--- src/rtl/mcyc_pkg.sv ---
package mcyc_pkg;
  typedef enum logic [2:0] {
    ST_FETCH  = 3'd0,
    ST_DECODE = 3'd1,
    ST_RD_LO  = 3'd2,
    ST_RD_HI  = 3'd3,
    ST_WRITE  = 3'd4
  } seq_state_t;

  localparam logic [1:0] KIND_FETCH = 2'b00;
  localparam logic [1:0] KIND_READ  = 2'b01;
  localparam logic [1:0] KIND_WRITE = 2'b10;
endpackage

--- src/rtl/mcyc_rst_sync.sv ---
module mcyc_rst_sync (
  input  logic clk,
  input  logic arst_n,
  output logic srst_n
);
  logic s1_q, s2_q;

  always_ff @(posedge clk or negedge arst_n) begin
    if (!arst_n) begin
      s1_q <= 1'b0;
      s2_q <= 1'b0;
    end else begin
      s1_q <= 1'b1;
      s2_q <= s1_q;
    end
  end

  assign srst_n = s2_q;
endmodule

--- src/rtl/mcyc_decode.sv ---
module mcyc_decode #(
  parameter int          DATA_W   = 8,
  parameter logic [7:0]  STORE_OP = 8'h32
) (
  input  logic [DATA_W-1:0] opcode,
  output logic              is_store
);
  always_comb begin
    is_store = (opcode == DATA_W'(STORE_OP));
  end
endmodule

--- src/rtl/mcyc_fsm.sv ---
module mcyc_fsm
  import mcyc_pkg::*;
(
  input  logic       clk,
  input  logic       rst_n,
  input  logic       bus_done,
  input  logic       is_store,
  output logic       bus_req,
  output logic [1:0] bus_kind,
  output logic       instr_done,
  output logic       ld_dr,
  output logic       ld_ir,
  output logic       ld_lo,
  output logic       ld_hi,
  output logic       pc_inc
);
  seq_state_t state_q, state_d;

  always_comb begin
    state_d = state_q;
    unique case (state_q)
      ST_FETCH:  if (bus_done) state_d = ST_DECODE;
      ST_DECODE: state_d = is_store ? ST_RD_LO : ST_FETCH;
      ST_RD_LO:  if (bus_done) state_d = ST_RD_HI;
      ST_RD_HI:  if (bus_done) state_d = ST_WRITE;
      ST_WRITE:  if (bus_done) state_d = ST_FETCH;
      default:   state_d = ST_FETCH;
    endcase
  end

  always_ff @(posedge clk or negedge rst_n) begin
    if (!rst_n) state_q <= ST_FETCH;
    else        state_q <= state_d;
  end

  always_comb begin
    bus_req  = (state_q != ST_DECODE);
    bus_kind = KIND_FETCH;
    if (state_q == ST_RD_LO || state_q == ST_RD_HI) bus_kind = KIND_READ;
    if (state_q == ST_WRITE) bus_kind = KIND_WRITE;
    ld_dr      = bus_done && (state_q == ST_FETCH);
    ld_ir      = (state_q == ST_DECODE);
    ld_lo      = bus_done && (state_q == ST_RD_LO);
    ld_hi      = bus_done && (state_q == ST_RD_HI);
    pc_inc     = bus_done && bus_req && (state_q != ST_WRITE);
    instr_done = ((state_q == ST_DECODE) && !is_store) ||
                 ((state_q == ST_WRITE) && bus_done);
  end

  assert_req_held_R2: assert property (@(posedge clk) disable iff (!rst_n)
    (bus_req && !bus_done) |=> (bus_req && $stable(bus_kind)));

  assert_decode_one_cycle_R4: assert property (@(posedge clk) disable iff (!rst_n)
    (state_q == ST_DECODE) |=> (state_q == ST_FETCH || state_q == ST_RD_LO));

  assert_write_after_high_R6: assert property (@(posedge clk) disable iff (!rst_n)
    (state_q == ST_RD_HI && bus_done) |=> (bus_kind == KIND_WRITE));

  assert_done_pulse_R8: assert property (@(posedge clk) disable iff (!rst_n)
    instr_done |=> !instr_done);
endmodule

--- src/rtl/mcyc_datapath.sv ---
module mcyc_datapath
  import mcyc_pkg::*;
#(
  parameter int              ADDR_W   = 16,
  parameter int              DATA_W   = 8,
  parameter logic [15:0]     RESET_PC = 16'h0000
) (
  input  logic              clk,
  input  logic              rst_n,
  input  logic              ld_dr,
  input  logic              ld_ir,
  input  logic              ld_lo,
  input  logic              ld_hi,
  input  logic              pc_inc,
  input  logic              bus_req,
  input  logic              bus_done,
  input  logic [1:0]        bus_kind,
  input  logic [DATA_W-1:0] bus_rdata,
  input  logic [DATA_W-1:0] acc_in,
  output logic [ADDR_W-1:0] bus_addr,
  output logic [DATA_W-1:0] bus_wdata,
  output logic [ADDR_W-1:0] pc,
  output logic [DATA_W-1:0] dr,
  output logic [DATA_W-1:0] ir,
  output logic [ADDR_W-1:0] opaddr
);
  localparam int HALF = ADDR_W / 2;

  logic [ADDR_W-1:0] pc_d, opaddr_d;
  logic [DATA_W-1:0] dr_d, ir_d;

  always_comb begin
    pc_d     = pc;
    dr_d     = dr;
    ir_d     = ir;
    opaddr_d = opaddr;
    if (pc_inc) pc_d = pc + ADDR_W'(1);
    if (ld_dr)  dr_d = bus_rdata;
    if (ld_ir)  ir_d = dr;
    if (ld_lo)  opaddr_d[HALF-1:0]      = HALF'(bus_rdata);
    if (ld_hi)  opaddr_d[ADDR_W-1:HALF] = HALF'(bus_rdata);
  end

  always_ff @(posedge clk or negedge rst_n) begin
    if (!rst_n) begin
      pc     <= ADDR_W'(RESET_PC);
      dr     <= '0;
      ir     <= '0;
      opaddr <= '0;
    end else begin
      pc     <= pc_d;
      dr     <= dr_d;
      ir     <= ir_d;
      opaddr <= opaddr_d;
    end
  end

  always_comb begin
    bus_addr  = (bus_kind == KIND_WRITE) ? opaddr : pc;
    bus_wdata = acc_in;
  end

  assert_addr_held_R2: assert property (@(posedge clk) disable iff (!rst_n)
    (bus_req && !bus_done) |=> $stable(bus_addr));

  assert_pc_step_R3: assert property (@(posedge clk) disable iff (!rst_n)
    (bus_req && bus_done && bus_kind != KIND_WRITE) |=> (pc == $past(pc) + ADDR_W'(1)));

  assert_pc_hold_write_R3: assert property (@(posedge clk) disable iff (!rst_n)
    (bus_req && bus_done && bus_kind == KIND_WRITE) |=> $stable(pc));
endmodule

--- src/rtl/mcyc_sequencer.sv ---
module mcyc_sequencer #(
  parameter int          ADDR_W   = 16,
  parameter int          DATA_W   = 8,
  parameter logic [15:0] RESET_PC = 16'h0000,
  parameter logic [7:0]  STORE_OP = 8'h32
) (
  input  logic              clk,
  input  logic              rst_n,
  output logic              bus_req,
  output logic [1:0]        bus_kind,
  output logic [ADDR_W-1:0] bus_addr,
  output logic [DATA_W-1:0] bus_wdata,
  input  logic              bus_done,
  input  logic [DATA_W-1:0] bus_rdata,
  input  logic [DATA_W-1:0] acc_in,
  output logic [ADDR_W-1:0] pc_out,
  output logic [DATA_W-1:0] ir_out,
  output logic [ADDR_W-1:0] opaddr_out,
  output logic              instr_done
);
  logic srst_n;
  logic is_store;
  logic ld_dr, ld_ir, ld_lo, ld_hi, pc_inc;
  logic [DATA_W-1:0] dr;

  mcyc_rst_sync u_rst (
    .clk    (clk),
    .arst_n (rst_n),
    .srst_n (srst_n)
  );

  mcyc_decode #(.DATA_W(DATA_W), .STORE_OP(STORE_OP)) u_dec (
    .opcode   (dr),
    .is_store (is_store)
  );

  mcyc_fsm u_fsm (
    .clk        (clk),
    .rst_n      (srst_n),
    .bus_done   (bus_done),
    .is_store   (is_store),
    .bus_req    (bus_req),
    .bus_kind   (bus_kind),
    .instr_done (instr_done),
    .ld_dr      (ld_dr),
    .ld_ir      (ld_ir),
    .ld_lo      (ld_lo),
    .ld_hi      (ld_hi),
    .pc_inc     (pc_inc)
  );

  mcyc_datapath #(.ADDR_W(ADDR_W), .DATA_W(DATA_W), .RESET_PC(RESET_PC)) u_dp (
    .clk       (clk),
    .rst_n     (srst_n),
    .ld_dr     (ld_dr),
    .ld_ir     (ld_ir),
    .ld_lo     (ld_lo),
    .ld_hi     (ld_hi),
    .pc_inc    (pc_inc),
    .bus_req   (bus_req),
    .bus_done  (bus_done),
    .bus_kind  (bus_kind),
    .bus_rdata (bus_rdata),
    .acc_in    (acc_in),
    .bus_addr  (bus_addr),
    .bus_wdata (bus_wdata),
    .pc        (pc_out),
    .dr        (dr),
    .ir        (ir_out),
    .opaddr    (opaddr_out)
  );
endmodule

--- config.mk ---
export PLATFORM = sky130hd
export DESIGN_NAME = mcyc_sequencer
export DESIGN_NICKNAME = d
export VERILOG_FILES = /design/src/rtl/mcyc_pkg.sv /design/src/rtl/mcyc_rst_sync.sv /design/src/rtl/mcyc_decode.sv /design/src/rtl/mcyc_fsm.sv /design/src/rtl/mcyc_datapath.sv /design/src/rtl/mcyc_sequencer.sv
export SDC_FILE = /design/constraint.sdc
export NUM_CORES = 1
export LEC_CHECK = 0
export ABC_AREA = 1
export BUFFER_PORTS_ARGS = -buffer_cell sky130_fd_sc_hd__buf_2
export CAP_MARGIN = 20
export CORE_UTILIZATION = 50
export DETAILED_ROUTE_END_ITERATION = 12
export PLACE_DENSITY_LB_ADDON = 0.1
export SLEW_MARGIN = 20
export SYNTH_ARGS = -nofsm -noshare
export SYNTH_HDL_FRONTEND = slang
export SYNTH_HIERARCHICAL = 1
export SYNTH_SLANG_ARGS = --single-unit
--- constraint.sdc ---
create_clock -name clk -period 3.6 [get_ports clk]
set_clock_uncertainty 0.2 [all_clocks]
set_input_delay 0.36 -clock clk [delete_from_list [all_inputs] [get_ports clk]]
set_output_delay 0.36 -clock clk [all_outputs]
set_load 0.05 [all_outputs]
== Word-level counts from Yosys, hierarchy flattened ==
Cells that the tools add are included.

* Logic and storage cells: 42
* Input port bits: 19
* Flip-flop bits (word level): 53

* Eq/ne operators: 12
* Reduce and logical (&&, ||, !) cells: 12
* Mux-type cells: 9
* $add $sub $neg: 1

{| class="wikitable"
|+ Operators with widths
! operator !! number
|-
| $add A16 B1 Y16 const B || 1
|-
| $mux W16 || 1
|-
| $pmux W3 S5 || 1
|-
| $mux W3 || 4
|-
| $eq A8 B6 Y1 const B || 1
|-
| $ne A2 B2 Y1 const B || 4
|-
| $logic_and A1 B1 Y1 || 7
|-
| $eq A3 B2 Y1 const B || 2
|-
| $mux W2 || 2
|-
| $reduce_and A4 Y1 || 1
|-
| $eq A3 B1 Y1 const B || 1
|-
| $eq A3 B3 Y1 const B || 1
|-
| $logic_not A3 Y1 || 1
|-
| $ne A3 B1 Y1 const B || 1
|-
| $ne A3 B3 Y1 const B || 1
|-
| $eq A2 B2 Y1 const B || 1
|-
| $logic_or A1 B1 Y1 || 2
|-
| $logic_not A1 Y1 || 1
|-
| $mux W1 || 1
|}

== Depth between registers and ports, before layout ==
* Depth in word-level cells: 6
* Depth in mapped cells: 11

== Modules after synthesis ==
The synthesis kept the hierarchy.

{| class="wikitable"
|+ By module, submodules not included
! module !! times used !! sequential area each (µm²) !! cells an instance !! area each (µm²)
|-
| mcyc_datapath || 1 || 1201.2 || 274 || 2273.4
|-
| mcyc_fsm || 1 || 75.1 || 32 || 206.4
|-
| mcyc_rst_sync || 1 || 50.0 || 3 || 53.8
|-
| mcyc_decode || 1 || 0.0 || 9 || 38.8
|}

== Worst setup path before layout ==
OpenSTA, ideal clock, no wires.

* Path kind: reg-to-output
* From: reg u_fsm.state_q[1]
* To: out bus_addr[0]
* Path slack: 0.506 ns
* Cell stages (with the launch flop): 7
* Buffers on the path: 1
* Data required time: 3.040 ns
* Data arrival time: 2.534 ns
* Cell sequence: dfrtp_1 -> inv_2 -> nand2_1 -> nor2_2 -> nand2_1 -> clkbuf_1 -> o21ai_0

* Elaborated cells on any way between the ends: 8
* Those cells by class: eq/ne (4); mux (3); reduce/logical (1)

{| class="wikitable"
|+ RTL lines
! what !! RTL line !! source
|-
| start: declaration || mcyc_fsm.sv:17 || <nowiki>seq_state_t state_q, state_d;</nowiki>
|-
| start signal: assignment || mcyc_fsm.sv:33 || <nowiki>else state_q <= state_d;</nowiki>
|-
| $eq A3 B3 Y1 || mcyc_fsm.sv:40 || <nowiki>if (state_q == ST_WRITE) bus_kind = KIND_WRITE;</nowiki>
|-
| $mux W2 || mcyc_fsm.sv:40 ||
|-
| via bus_kind[1] || mcyc_sequencer.sv:10 || <nowiki>output logic [1:0] bus_kind,</nowiki>
|-
| $eq A2 B2 Y1 || mcyc_datapath.sv:59 || <nowiki>bus_addr = (bus_kind == KIND_WRITE) ? opaddr : pc;</nowiki>
|-
| $mux W16 || mcyc_datapath.sv:59 ||
|-
| end: declaration || mcyc_sequencer.sv:11 || <nowiki>output logic [ADDR_W-1:0] bus_addr,</nowiki>
|}

The timed path passes the listed nets, and every way through them passes these cells.

== Worst setup path after layout ==
* From: reg u_fsm.state_q[1]
* To: out bus_addr[10]

* Word-level cells in the longest chain between the ends: 6
* Elaborated cells on any way between the ends: 8
* Those cells by class: eq/ne (4); mux (3); reduce/logical (1)

{| class="wikitable"
|+ Ends and longest elaborated chain
! what !! RTL line !! source
|-
| $eq A3 B2 Y1 || mcyc_fsm.sv:39 || <nowiki>if (state_q == ST_RD_LO || state_q == ST_RD_HI) bus_kind = KIND_READ;</nowiki>
|-
| $logic_or A1 B1 Y1 || mcyc_fsm.sv:39 ||
|-
| $mux W1 || mcyc_fsm.sv:39 ||
|-
| $mux W2 (*) || mcyc_fsm.sv:40 ||
|-
| $eq A2 B2 Y1 (*) || mcyc_datapath.sv:59 ||
|-
| $mux W16 (*) || mcyc_datapath.sv:59 ||
|}

Mark *: on every way between the ends. The rest lies on a longest branch, timed or not.

==> key figures <==
Yosys
  – Syn Area/Cell: around 8.1 um^2
  – Seq cells post-synth: 53
  – Xor-xnor portion of the synthesized cell area: 2.72%
  – Synth cell types: 23
  – Main combinational cell family by area after synthesis: simple AND/OR/NAND/NOR gates
  – Syn Nets: roughly 340
  – Seq/Total Area, Yosys: between 50% and 60%
  – Cells after Synth: between 300 and 400
  – Post-Synth Simple-Gate Area: a little under a quarter
  – Post-Synth Adder-Cell Area: 0.486%
  – Compound-Gate Fraction of Synth Area: about 9.9%
  – Synthesized cell area: around 0.0026 mm^2
  – Synth warn: 6
  – Mux cell area share after synthesis: 0%

Routing
  – Pre-antenna DRT Iters: 4
  – Number of DRC markers in iteration 0: ~180
  – Vias/cell: between 4 and 5
  – Routed Antenna Nets: 0
  – Routed wire length: about 5.8 mm
  – DR vias: about 2200
  – Routed length per instance: 13.0 um
  – # DRC: 0

Place
  – Post-DP Area: 0.00293 mm^2
  – RePlAce Congestion: slightly above 0.9
  – Buffers on Ports: 70
  – Final HPWL DP: ~4.3 mm

Floorplanning
  – Die X: roughly 74 um
  – Top-level port count: between 80 and 90
  – Die area: roughly 0.0054 mm^2
  – Die Span Y: between 70 and 80 um
  – Core Area: 0.00485 mm^2
  – Initial Util: 53.1%
  – Row count: 25

Power and ir drop
  – Total Power: between 2 and 3 mW
  – Max VDD drop: about 650 uV
  – Pwr Density: roughly 1000 mW/mm^2
  – Leakage: between 1.5 and 2 nW

Cells and area
  – # diodes: 0
  – Sequential Area: approximately 0.0013 mm^2
  – Final #Nets: around 400
  – Fillers: roughly 450
  – Area growth syn-to-layout: 18.6%
  – Share of cells above drive strength 1: between 20 and 30%
  – Multi-input logic area: ~960 um^2
  – Post-route cell area: between 0.003 and 0.004 mm^2

Worst setup path
  – CP endpoint kind: output pin
  – Critical path peak fanout: 32
  – Worst Setup Start Kind: register
  – WP data arrival: ~2.3 ns
  – CP Class: register to output pin
  – Critical Path RT: roughly 3.0 ns

Clock tree
  – TritonCTS clock tree: built
  – # resized after CTS: 0
  – Clk Latency, worst-skew pair: 0.30 ns
  – Cts bufs inserted: 5
  – Clock-pin slew on the worst setup and hold paths: ~0.090 ns
  – H-Tree Depth: 2
  – CTS hold repair buffers: 1
  – Root buf cell: clkbuf_8
  – Post-CTS Setup Repair Bufs: 0
  – Worst-case clock buffer depth: 2
  – Num Clock Sinks: between 50 and 60

Timing
  – Final Critical Period: 2.85 ns
  – Slew HR: between 30% and 40%
  – Achievable Freq: between 0.3 and 0.4 GHz
  – Setup violators final: 0
  – Final number of hold-violating endpoints: 0
  – RSZ-0062 raised after global routing: no
  – Crit share post-route: ~80%
  – Worst Max-Slew Pin Slew: a little over 0.9 ns
  – Setup TNS: 0 ns
  – Max Slew Vio Count: 0

Global route
  – M2 GR Usage: 35.8%
  – First-pass GRT wire length: between 9 and 10 mm
  – Largest net degree at the start of global routing: between 50 and 60
  – Global-route met1 utilization: between 30 and 40%
  – GRT busiest layer: met2
  – M3 GR Usage: under 10%
  – GRT overflow: 0
  – Total GRT Usage: between 20% and 30%
  – Initial antenna violation count: 0
  – Vias in the first global route: 1992

Min path
  – Hold WC Path Type: primary input to register

Flow run
  – Maxcap violations: 0

Run status
  – Status: completed
[per-layer routing]
metal  share of wire, %  vias to the layer above  wire, um
li1                   -                     1101         -
met1                 49                     1024      2840
met2                 45                       82      2630
met3                5.1                        7       299
met4                1.2                        0        69
met5                  0                        -         0
[through the flow]
stage	hold slack, ns	std cells	worst slack (ns)	util, %
after floorplan	-0.136	318	0.506	-
after global placement	-0.0548	440	1.15	60.3
after detailed placement	-0.0536	440	1.09	60.3
after CTS	0.0891	449	0.738	62.9
after global routing	0.0951	449	0.536	62.9
final	0.0993	449	0.747	62.9
[registers in the layout, indices dropped and copies added (netlist names)]
register / cells
u_rst/srst_n: 1
u_dp/ir: 8
u_fsm/state_q: 3
u_dp/opaddr: 16
u_rst/s1_q: 1
u_dp/pc: 16
u_dp/dr: 8
[cell type report]
cell class	count	area share [%]
multi-input cells	198	31.4
inverters	50	6.15
clock inverters	1	0.984
repair buffers	73	12.3
flip-flops and latches	53	43.6
well taps	67	2.75
clock buffers	7	2.83
[report_power, final]
part | switching, mW | internal [mW] | total [mW]
combinational | 1.22 | 0.329 | 1.55
sequential | 0.189 | 0.823 | 1.01
clock | 0.187 | 0.227 | 0.413
[cells by family (layout without fill, tap and decap cells)]
family                     Yosys count  count (layout)
and+or+nand+nor                    137             137
adders and majority gates            1               1
xor gates and xnor gates             8               8
buffers and inverters               67             131
DFF                                 53              53
AOI/OAI and AO/OA                   51              51
other                                1               1
[worst max-delay path: stages (launching register included)]
cell and delay [ns]:
dfrtp_1 0.43, inv_2 0.10, nand2_1 0.08, nor2_2 0.13, nand2_1 0.48, o21ai_0 0.44, buf_2 0.32
[cells in the final DEF (no fill, tap or decap), types with 4 or more instances in the layout]
cell and n:
a21oi_1 10, buf_2 70, clkbuf_8 6, dfrtp_1 52
inv_1 47, nand2_1 79, nand3_1 10, nand4_1 8
nor2_1 22, nor2_2 5, nor3_1 4, o21ai_0 40
xor2_1 5
[final timing paths]
path	from	slack (ns)	cells after the start	end
min reg2reg	u_rst/s1_q	0.16	0	u_rst/srst_n
min	bus_rdata[6]	0.1	3	u_dp/opaddr[6]
max reg2reg	u_fsm/state_q[2]	1.39	9	u_dp/pc[11]
max in group asynchronous	u_rst/srst_n	2.61	0	u_dp/pc[9]
max	u_fsm/state_q[1]	0.75	6	bus_addr[10]
min in group asynchronous	u_rst/srst_n	0.17	0	u_dp/opaddr[6]
[cell usage after synthesis]
library cell / n / area, um^2
inv_2: 3 / 11.3
o21ai_0: 40 / 200
dfrtp_1: 53 / 1330
o21ai_1: 1 / 5.00
nand2_2: 2 / 12.5
conb_1: 1 / 3.75
xnor2_1: 3 / 26.3
nand4_1: 8 / 50.1
buf_2: 2 / 10.0
inv_1: 47 / 176
nand2_1: 79 / 297
nor2_2: 5 / 31.3
nor2_1: 22 / 82.6
clkbuf_1: 6 / 22.5
nor2_4: 3 / 33.8
ha_1: 1 / 12.5
nand3_2: 3 / 30.0
nor3_2: 1 / 10.0
buf_4: 9 / 67.6
nor3_1: 4 / 20.0
nand3_1: 10 / 50.1
xor2_1: 5 / 43.8
a21oi_1: 10 / 50.1
Power figures use the tool's default switching activity.
